===== config.mk =====
export PLATFORM = sky130hd
export DESIGN_NAME = usb_ls_rx
export DESIGN_NICKNAME = d
export VERILOG_FILES = /design/src/rtl/usbrx_pkg.sv /design/src/rtl/usbrx_line.sv /design/src/rtl/usbrx_nrzi.sv /design/src/rtl/usb_ls_rx.sv
export SDC_FILE = /design/constraint.sdc
export NUM_CORES = 1
export LEC_CHECK = 0
export BUFFER_PORTS_ARGS = -buffer_cell sky130_fd_sc_hd__buf_2
export CAP_MARGIN = 10
export CORE_MARGIN = 4
export CORE_UTILIZATION = 58
export CTS_CLUSTER_DIAMETER = 40
export DETAILED_ROUTE_END_ITERATION = 10
export PLACE_DENSITY = 0.78
export SYNTH_ARGS = -nofsm -noshare
export SYNTH_HDL_FRONTEND = slang
export SYNTH_HIERARCHICAL = 1
export SYNTH_SLANG_ARGS = --single-unit

===== constraint.sdc =====
create_clock -name clk -period 1.5 [get_ports clk]
set_input_delay 0.15 -clock clk [delete_from_list [all_inputs] [get_ports clk]]
set_output_delay 0.15 -clock clk [all_outputs]
set_load 0.005 [all_outputs]

===== src/rtl/usbrx_pkg.sv =====
package usbrx_pkg;

  // Decoded differential line state
  typedef enum logic [1:0] {
    LN_SE0 = 2'd0,
    LN_J   = 2'd1,
    LN_K   = 2'd2,
    LN_SE1 = 2'd3
  } line_t;

  // Packet framing state
  typedef enum logic {
    RX_HUNT = 1'b0,
    RX_DATA = 1'b1
  } rx_state_t;

endpackage


===== src/rtl/usbrx_line.sv =====
// Line-state decoding and bit-centre sampling with phase resync on transitions.
module usbrx_line
  import usbrx_pkg::*;
#(
  parameter int unsigned OVERSAMPLE = 4
) (
  input  logic  clk,
  input  logic  rst_n,
  input  logic  fs_mode,
  input  logic  dp,
  input  logic  dm,
  output line_t line_q,
  output logic  bit_stb
);

  localparam int unsigned CW = (OVERSAMPLE > 2) ? $clog2(OVERSAMPLE) : 1;
  localparam logic [CW-1:0] PH_MID  = CW'(OVERSAMPLE / 2);
  localparam logic [CW-1:0] PH_LAST = CW'(OVERSAMPLE - 1);

  line_t         line_d;
  line_t         line_prev;
  logic [CW-1:0] ph_q;
  logic [CW-1:0] ph_d;
  logic          edge_seen;

  // Polarity of J/K depends on the speed select
  always_comb begin
    unique case ({dp, dm})
      2'b00:   line_d = LN_SE0;
      2'b11:   line_d = LN_SE1;
      2'b10:   line_d = fs_mode ? LN_J : LN_K;
      default: line_d = fs_mode ? LN_K : LN_J;
    endcase
  end

  assign edge_seen = (line_q != line_prev);

  always_comb begin
    if (edge_seen)             ph_d = '0;
    else if (ph_q == PH_LAST)  ph_d = '0;
    else                       ph_d = ph_q + CW'(1);
  end

  assign bit_stb = (ph_q == PH_MID) && !edge_seen;

  always_ff @(posedge clk or negedge rst_n) begin
    if (!rst_n) begin
      line_q    <= LN_J;
      line_prev <= LN_J;
      ph_q      <= '0;
    end else begin
      line_q    <= line_d;
      line_prev <= line_q;
      ph_q      <= ph_d;
    end
  end

endmodule


===== src/rtl/usbrx_nrzi.sv =====
// NRZI decode plus SE0 run tracking; outputs are valid in the strobe cycle.
module usbrx_nrzi
  import usbrx_pkg::*;
#(
  parameter int unsigned SE0_MIN = 2
) (
  input  logic  clk,
  input  logic  rst_n,
  input  logic  bit_stb,
  input  line_t line_q,
  output logic  bit_vld,
  output logic  bit_val,
  output logic  eop_evt,
  output logic  idle_j
);

  localparam int unsigned SW = $clog2(SE0_MIN + 1);
  localparam logic [SW-1:0] SE0_SAT = SW'(SE0_MIN);

  line_t         last_q;
  line_t         last_d;
  logic [SW-1:0] se0_q;
  logic [SW-1:0] se0_d;

  always_comb begin
    last_d  = last_q;
    se0_d   = se0_q;
    bit_vld = 1'b0;
    bit_val = 1'b0;
    eop_evt = 1'b0;
    idle_j  = 1'b0;
    if (bit_stb) begin
      if (line_q == LN_SE0 || line_q == LN_SE1) begin
        se0_d = (se0_q == SE0_SAT) ? se0_q : se0_q + SW'(1);
      end else begin
        idle_j = (line_q == LN_J);
        if (se0_q == SE0_SAT && line_q == LN_J) begin
          eop_evt = 1'b1;
        end else if (se0_q == '0) begin
          bit_vld = 1'b1;
          bit_val = (line_q == last_q);
        end
        last_d = line_q;
        se0_d  = '0;
      end
    end
  end

  always_ff @(posedge clk or negedge rst_n) begin
    if (!rst_n) begin
      last_q <= LN_J;
      se0_q  <= '0;
    end else if (bit_stb) begin
      last_q <= last_d;
      se0_q  <= se0_d;
    end
  end

endmodule


===== src/rtl/usb_ls_rx.sv =====
// Packet framing, unstuffing, byte assembly and keep-alive flag.
module usb_ls_rx
  import usbrx_pkg::*;
#(
  parameter int unsigned OVERSAMPLE = 4,
  parameter int unsigned STUFF_RUN  = 6,
  parameter int unsigned IDLE_CLEAR = 7,
  parameter int unsigned SE0_MIN    = 2
) (
  input  logic       clk,
  input  logic       rst_n,
  input  logic       fs_mode,
  input  logic       dp,
  input  logic       dm,
  output logic [7:0] rx_byte,
  output logic       byte_valid,
  output logic       pkt_start,
  output logic       pkt_end,
  output logic       stuff_err,
  output logic       eop_flag
);

  localparam int unsigned OW = $clog2(STUFF_RUN + 1);
  localparam int unsigned JW = $clog2(IDLE_CLEAR + 1);
  localparam logic [OW-1:0] ONES_MAX = OW'(STUFF_RUN);
  localparam logic [JW-1:0] JRUN_MAX = JW'(IDLE_CLEAR);
  localparam logic [7:0]    SYNC_BYTE = 8'h80;

  // Reset: asserted asynchronously, released on a clock edge
  logic [1:0] rst_sync;
  logic       rst_i;

  always_ff @(posedge clk or negedge rst_n) begin
    if (!rst_n) rst_sync <= 2'b00;
    else        rst_sync <= {rst_sync[0], 1'b1};
  end
  assign rst_i = rst_sync[1];

  line_t line_q;
  logic  bit_stb, bit_vld, bit_val, eop_evt, idle_j;

  usbrx_line #(.OVERSAMPLE(OVERSAMPLE)) u_line (
    .clk(clk), .rst_n(rst_i), .fs_mode(fs_mode), .dp(dp), .dm(dm),
    .line_q(line_q), .bit_stb(bit_stb)
  );

  usbrx_nrzi #(.SE0_MIN(SE0_MIN)) u_nrzi (
    .clk(clk), .rst_n(rst_i), .bit_stb(bit_stb), .line_q(line_q),
    .bit_vld(bit_vld), .bit_val(bit_val), .eop_evt(eop_evt), .idle_j(idle_j)
  );

  rx_state_t     state_q, state_d;
  logic [7:0]    sr_q, sr_d, byte_q, byte_d, shifted;
  logic [2:0]    bcnt_q, bcnt_d;
  logic [OW-1:0] ones_q, ones_d;
  logic [JW-1:0] jrun_q, jrun_d;
  logic          flag_q, flag_d;
  logic          bv_d, ps_d, pe_d, se_d;
  logic          bv_q, ps_q, pe_q, se_q;

  assign shifted = {bit_val, sr_q[7:1]};

  always_comb begin
    state_d = state_q;
    sr_d    = sr_q;
    byte_d  = byte_q;
    bcnt_d  = bcnt_q;
    ones_d  = ones_q;
    jrun_d  = jrun_q;
    flag_d  = flag_q;
    bv_d    = 1'b0;
    ps_d    = 1'b0;
    pe_d    = 1'b0;
    se_d    = 1'b0;

    if (idle_j)       jrun_d = (jrun_q == JRUN_MAX) ? jrun_q : jrun_q + JW'(1);
    else if (bit_stb) jrun_d = '0;

    if (idle_j && jrun_q == JRUN_MAX - JW'(1)) flag_d = 1'b0;

    if (eop_evt) begin
      flag_d  = 1'b1;
      pe_d    = (state_q == RX_DATA);
      state_d = RX_HUNT;
      sr_d    = 8'hFF;
    end else if (bit_vld) begin
      if (state_q == RX_HUNT) begin
        sr_d = shifted;
        if (shifted == SYNC_BYTE) begin
          state_d = RX_DATA;
          ps_d    = 1'b1;
          flag_d  = 1'b0;
          bcnt_d  = 3'd0;
          ones_d  = OW'(1);
        end
      end else if (ones_q == ONES_MAX) begin
        ones_d = '0;
        if (bit_val) begin
          se_d    = 1'b1;
          state_d = RX_HUNT;
          sr_d    = 8'hFF;
        end
      end else begin
        ones_d = bit_val ? ones_q + OW'(1) : '0;
        sr_d   = shifted;
        bcnt_d = bcnt_q + 3'd1;
        if (bcnt_q == 3'd7) begin
          byte_d = shifted;
          bv_d   = 1'b1;
        end
      end
    end
  end

  always_ff @(posedge clk or negedge rst_i) begin
    if (!rst_i) begin
      state_q <= RX_HUNT;
      sr_q    <= 8'hFF;
      byte_q  <= 8'h00;
      bcnt_q  <= 3'd0;
      ones_q  <= '0;
      jrun_q  <= '0;
      flag_q  <= 1'b0;
      bv_q    <= 1'b0;
      ps_q    <= 1'b0;
      pe_q    <= 1'b0;
      se_q    <= 1'b0;
    end else begin
      state_q <= state_d;
      sr_q    <= sr_d;
      byte_q  <= byte_d;
      bcnt_q  <= bcnt_d;
      ones_q  <= ones_d;
      jrun_q  <= jrun_d;
      flag_q  <= flag_d;
      bv_q    <= bv_d;
      ps_q    <= ps_d;
      pe_q    <= pe_d;
      se_q    <= se_d;
    end
  end

  assign rx_byte    = byte_q;
  assign byte_valid = bv_q;
  assign pkt_start  = ps_q;
  assign pkt_end    = pe_q;
  assign stuff_err  = se_q;
  assign eop_flag   = flag_q;

endmodule


# After elaboration in Yosys (flattened, before gate mapping)

Index checks and enable logic that the tools add are counted.

Add/subtract/negate cells: 5
Equal/unequal tests: 18
Multiplexer cells: 60
Bitwise logic cells: 3
Reductions and logical operators: 18

Operators by type and width:

| kind                | count |
|---|---|
| $mux 8              | 5 |
| $mux 1              | 38 |
| $mux 3              | 10 |
| $eq 2x2->1 const B  | 6 |
| $eq 3x3->1 const B  | 4 |
| $mux 2              | 6 |
| $add 3x1->3 const B | 3 |
| $eq 8x8->1 const B  | 1 |
| $reduce_and 2->1    | 4 |
| $logic_not 2->1     | 3 |
| $ne 2x2->1 const B  | 3 |
| $pmux 2 s3          | 1 |
| $reduce_bool 2->1   | 3 |
| $reduce_and 5->1    | 1 |
| $add 2x1->2 const B | 2 |
| $ne 4x4->1 const B  | 1 |
| $reduce_and 4->1    | 1 |
| $logic_and 1x1->1   | 3 |
| $not 1->1           | 3 |
| $reduce_and 3->1    | 1 |
| $eq 2x1->1 const B  | 1 |
| $eq 2x2->1          | 1 |
| $ne 2x2->1          | 1 |
| $logic_not 1->1     | 1 |
| $logic_or 1x1->1    | 1 |

Register bits after elaboration: 43
Input bits: 5
Logic and storage cells: 121

# Longest topological paths before layout

Depth in word-level cells: 10
Mapped depth: 10

# Cells and area by module

The synthesis kept the hierarchy.

Modules (own cells, without submodules):

| module     | times used | cells each | area an instance (um^2) | sequential area each (um^2) |
|---|---|---|---|---|
| usb_ls_rx  | 1          | 123        | 1510.2                  | 809.5 |
| usbrx_nrzi | 1          | 27         | 297.8                   | 101.3 |
| usbrx_line | 1          | 16         | 246.5                   | 152.6 |

# Worst setup path after synthesis

No wires, ideal clock.

Kind: reg-to-reg
Start point: register u_line.line_q[0]
End point: register flag_q (netlist: eop_flag)
Library setup time: 0.125 ns
Data arrival time: 2.794 ns
Data required time: 1.375 ns
Setup slack: -1.419 ns
Cell stages (with the launch flop): 8
Buffers on the path: 0
Cells stage by stage: dfstp_2 xor2_1 nor3b_1 nand3b_2 nor4b_2 or4b_4 nor4_4 nor2_1

RTL lines:

| what                   | line             | RTL |
|---|---|---|
| from (decl)            | usbrx_line.sv:12 | `output line_t line_q,` |
| from (signal assigned) | usbrx_line.sv:52 | `line_q <= line_d;` |
| $ne 2x2->1             | usbrx_line.sv:36 | `assign edge_seen = (line_q != line_prev);` |
| $logic_not 1->1        | usbrx_line.sv:44 | `assign bit_stb = (ph_q == PH_MID) && !edge_seen;` |
| $logic_and 1x1->1      | usbrx_line.sv:44 |  |
| via bit_stb            | usb_ls_rx.sv:40  | `logic bit_stb, bit_vld, bit_val, eop_evt, idle_j;` |
| $mux 1                 | usbrx_nrzi.sv:32 | `if (bit_stb) begin` |
| via bit_val            | usb_ls_rx.sv:40  |  |
| $eq 8x8->1             | usb_ls_rx.sv:89  | `if (shifted == SYNC_BYTE) begin` |
| $mux 1                 | usb_ls_rx.sv:89  |  |
| $mux 1                 | usb_ls_rx.sv:87  | `if (state_q == RX_HUNT) begin` |
| $mux 1                 | usb_ls_rx.sv:86  | `end else if (bit_vld) begin` |
| $mux 1                 | usb_ls_rx.sv:81  | `if (eop_evt) begin` |
| via flag_d             | usb_ls_rx.sv:57  | `logic flag_q, flag_d;` |
| to (signal assigned)   | usb_ls_rx.sv:135 | `flag_q <= flag_d;` |
| to (decl)              | usb_ls_rx.sv:57  |  |

The timed path passes the listed nets, and every way through them passes these cells.
A chain may end at the register's enable or synchronous reset.

# Worst setup path in the final report

Start point: register u_line.line_q[0]
End point: register flag_q (netlist: eop_flag)

RTL lines:

| what              | line |
|---|---|
| $ne 2x2->1        | usbrx_line.sv:36 |
| $logic_not 1->1   | usbrx_line.sv:44 |
| $logic_and 1x1->1 | usbrx_line.sv:44 |
| via bit_stb       | usb_ls_rx.sv:40 |
| $mux 1            | usbrx_nrzi.sv:32 |
| via bit_vld       | usb_ls_rx.sv:40 |
| $mux 1            | usb_ls_rx.sv:86 |
| $mux 1            | usb_ls_rx.sv:81 |
| via flag_d        | usb_ls_rx.sv:57 |

The timed path passes the listed nets, and every way through them passes these cells.

==> flow_summary.toml <==
[status]
status = "finished, violations left"
violations = "negative setup slack"

[routing]
vias = 1572
detail_route.iter0.violations = 87
via_per_inst = 5.82
routedWlPerCell_um = 17.4
ant_nets = 0
routed_wl_um = 4710
drt_pass1_iterations = 4
drcViolationCount = 0

[worst_setup_path]
path_common_cell = "buf_4"
cp.arrival_ps = 2520
slowest_delay_ps = 630
crit_fanout = 6
crit_type = "flop to flop"
cp.required_ps = 1730
setup.worst_path.end_class = "flop"
slowest_stage = "dfstp_2"
path_cells = "xor2_4, nor3b_4, nand3b_4, buf_4, a21oi_4, buf_6, nand2b_1, buf_4, nor4_4, nor2_1"
startpoint_type = "flop"

[logic_synthesis]
syn_avg_cell_area_um2 = 12.4
ys_types = 47
synth_area_um2 = 2050
ys_seq_area_frac = 0.518
synth_area_leaders = "dfrtp_1 39%, dfstp_2 13%, ha_1 7.3%, mux2_2 6.0%, o32a_1 2.9%"
synth_ff_type = "dfrtp_1"
yosysWarnings = 6
synth_seq_cells = 42
synth_top_area_cell = "dfrtp_1"
synth_most_common_cell = "dfrtp_1"
synth_edf_count = 0
synth_top_area_frac = 0.390
ys_top_cells_by_count = "32 x dfrtp_1, 12 x ha_1, 12 x inv_1"
syn-num-nets = 183
synthCells = 166
async_flop_share = 1.00

[power_and_ir_drop]
p_leak_uw = 0.00135
peakVddDrop_mv = 1.01
pwr-share-seq = 0.531
power_density_nw_per_um2 = 932
power_frac_comb = 0.172
switchingPower_uw = 657
p_int_uw = 1870
clockPowerShare = 0.297
switching_share = 0.260

[timing]
report.final.slew_viol_count = 0
max_freq_ghz = 0.437
fin_crit_sh = 1.52
rsz0062_at_grt = "true"
timing.final.ws_setup_ps = -786
skew_ps = 9.46
setup_violations = 34
finalCriticalPeriod_ps = 2290
relSlewSlack = 0.638
hold_viol_final = 0
tightest_slew_ps = 538
fin_tns_setup_ps = -19600

[run]
cap_violations = 0

[floorplan]
fp.dieH_um = 67.5
std_cell_rows = 21
die_w_um = 67.5
core-area_um2 = 3390
initial_core_util = 0.606
ios = 18
die-area_um2 = 4560

[place]
gp_congestion = 0.825
hpwl_um = 3010
io_buffer_count = 17
dpl_worst_slack_ps = -793
dp_cells = 251

[grt]
grt_first_pass_wirelength_um = 7530
antenna_found_initial = 0
grt_pass1_vias = 1563
grt_overflow = 0
track_usage = 0.226
grt_max_degree = 41

[cts]
clockRootBuffer = "clkbuf_4"
cts_tree = "built"
numCtsBuffers = 5
cts.htree.levels = 2
cts_buffer_depth = 2
cts.sinks = 42
insertion_delay_ps = 350
clk_pin_slew_ps = 120

[layout]
drive_above_1_share = 0.478
fin_cells = 270
final_nets = 240
antenna_cells = 0
synthToLayoutAreaGrowth_pct = 31.9

[worst_hold_path]
hp-class = "input pin to flop"
-- final timing paths --
path | startpoint | end | slack (ps) | depth (start not counted)
worst max-delay path | u_line/line_q[0] | eop_flag | -790 | 10
worst min-delay path | dm | u_line/line_q[0] | 50 | 2
worst max register to register | u_line/line_q[0] | eop_flag | -790 | 10
worst min register to register | rst_sync[1] | rx_byte[6] | 310 | 1
max in group asynchronous | rst_sync[1] | sr_q[1] | 840 | 1
min in group asynchronous | rst_n | rst_sync[0] | 100 | 2
-- worst max-delay path, delay by kind of cell (launching register included) --
kind                      cells  cell delay (ps)
xor gates and xnor gates      1              110
and+or+nand+nor               5              830
DFF                           1              630
AOI/OAI and AO/OA             1              120
buffers and inverters         3              470
-- per-layer routing --
layer	GRT usage	routed length, um
met5	0	0
met3	0.0499	237
met2	0.383	2380
met4	0.0911	127
met1	0.279	1960
-- sequential cells by signal, summed over array words and instances, names as in the netlist --
signal	count
rx_byte	8
sr_q	7
bcnt_q	3
jrun_q	3
ones_q	3
rst_sync	2
u_line/line_prev	2
u_line/line_q	2
u_line/ph_q	2
u_nrzi/last_q	2
u_nrzi/se0_q	2
byte_valid	1
eop_flag	1
pkt_end	1
pkt_start	1
state_q	1
stuff_err	1
-- through the flow --
stage                util  area (um2)  hold WS [ps]  total power [uW]
floorplan               -        2140          -146              1620
global placement    0.720        2440         -66.5              1730
detailed placement  0.720        2440         -60.6              1770
CTS                 0.771        2610          33.5              2530
global route        0.799        2710          32.4              2650
finish              0.799        2710          46.8              2530
-- cell type report --
class | count | area, um2
fillers | 185 | 681
repair buffers | 53 | 377
flip-flops and latches | 42 | 1060
well taps | 46 | 57.6
inverters | 12 | 45.0
clock buffers | 7 | 55.1
multi-input cells | 109 | 1080
clock inverters | 1 | 30.0
-- placed cells by master (no fill, tap or decap), types with 2 or more instances in the layout --
cell type / netlist / routed
buf_4: 1 / 30
nand4_1: 2 / 2
ha_1: 12 / 12
nor2_1: 6 / 5
clkbuf_4: 0 / 5
mux2_2: 11 / 10
mux2_4: 2 / 3
o32a_1: 6 / 6
nor4b_4: 0 / 2
o21ai_0: 6 / 5
inv_1: 12 / 12
buf_6: 2 / 5
nand2_4: 0 / 2
o211ai_1: 5 / 5
nand4_4: 1 / 2
a22o_1: 2 / 2
a21oi_1: 3 / 2
dfrtp_1: 32 / 32
buf_2: 0 / 17
xor2_1: 4 / 3
nand2b_1: 3 / 3
a31oi_1: 3 / 3
dfstp_2: 10 / 10
nor3_1: 3 / 2
a211oi_2: 0 / 2
nand3_1: 4 / 4
nand2_1: 7 / 5
-- what timing repair did --
item                       in CTS  in global routing
setup endpoints to repair      33                 34
pin swaps                       3                  4
resized for setup               9                 11
hold buffers                    1                  0
setup buffers                   3                  7
cloned                          1                  0
hold endpoints to repair        2                  0
-- kinds of logic after synthesis --
group           count (synthesis)  synth area share
compound gates                 33             0.119
fa+ha+maj                      12            0.0731
xor+xnor                        4            0.0171
simple gates                   45             0.157
flops                          42             0.518
buf+inv                        16            0.0390
other cells                     1           0.00183
mux                            13            0.0749
-- power groups by stage --
stage	combinational, uW	clock (uW)	sequential (uW)
6_report	433	751	1340
5_1_grt	470	824	1360
4_1_cts	426	766	1340
3_5_place_dp	414	0	1360
3_3_place_gp	386	0	1350
2_1_floorplan	264	0	1350
Power figures use the tool's default switching activity.
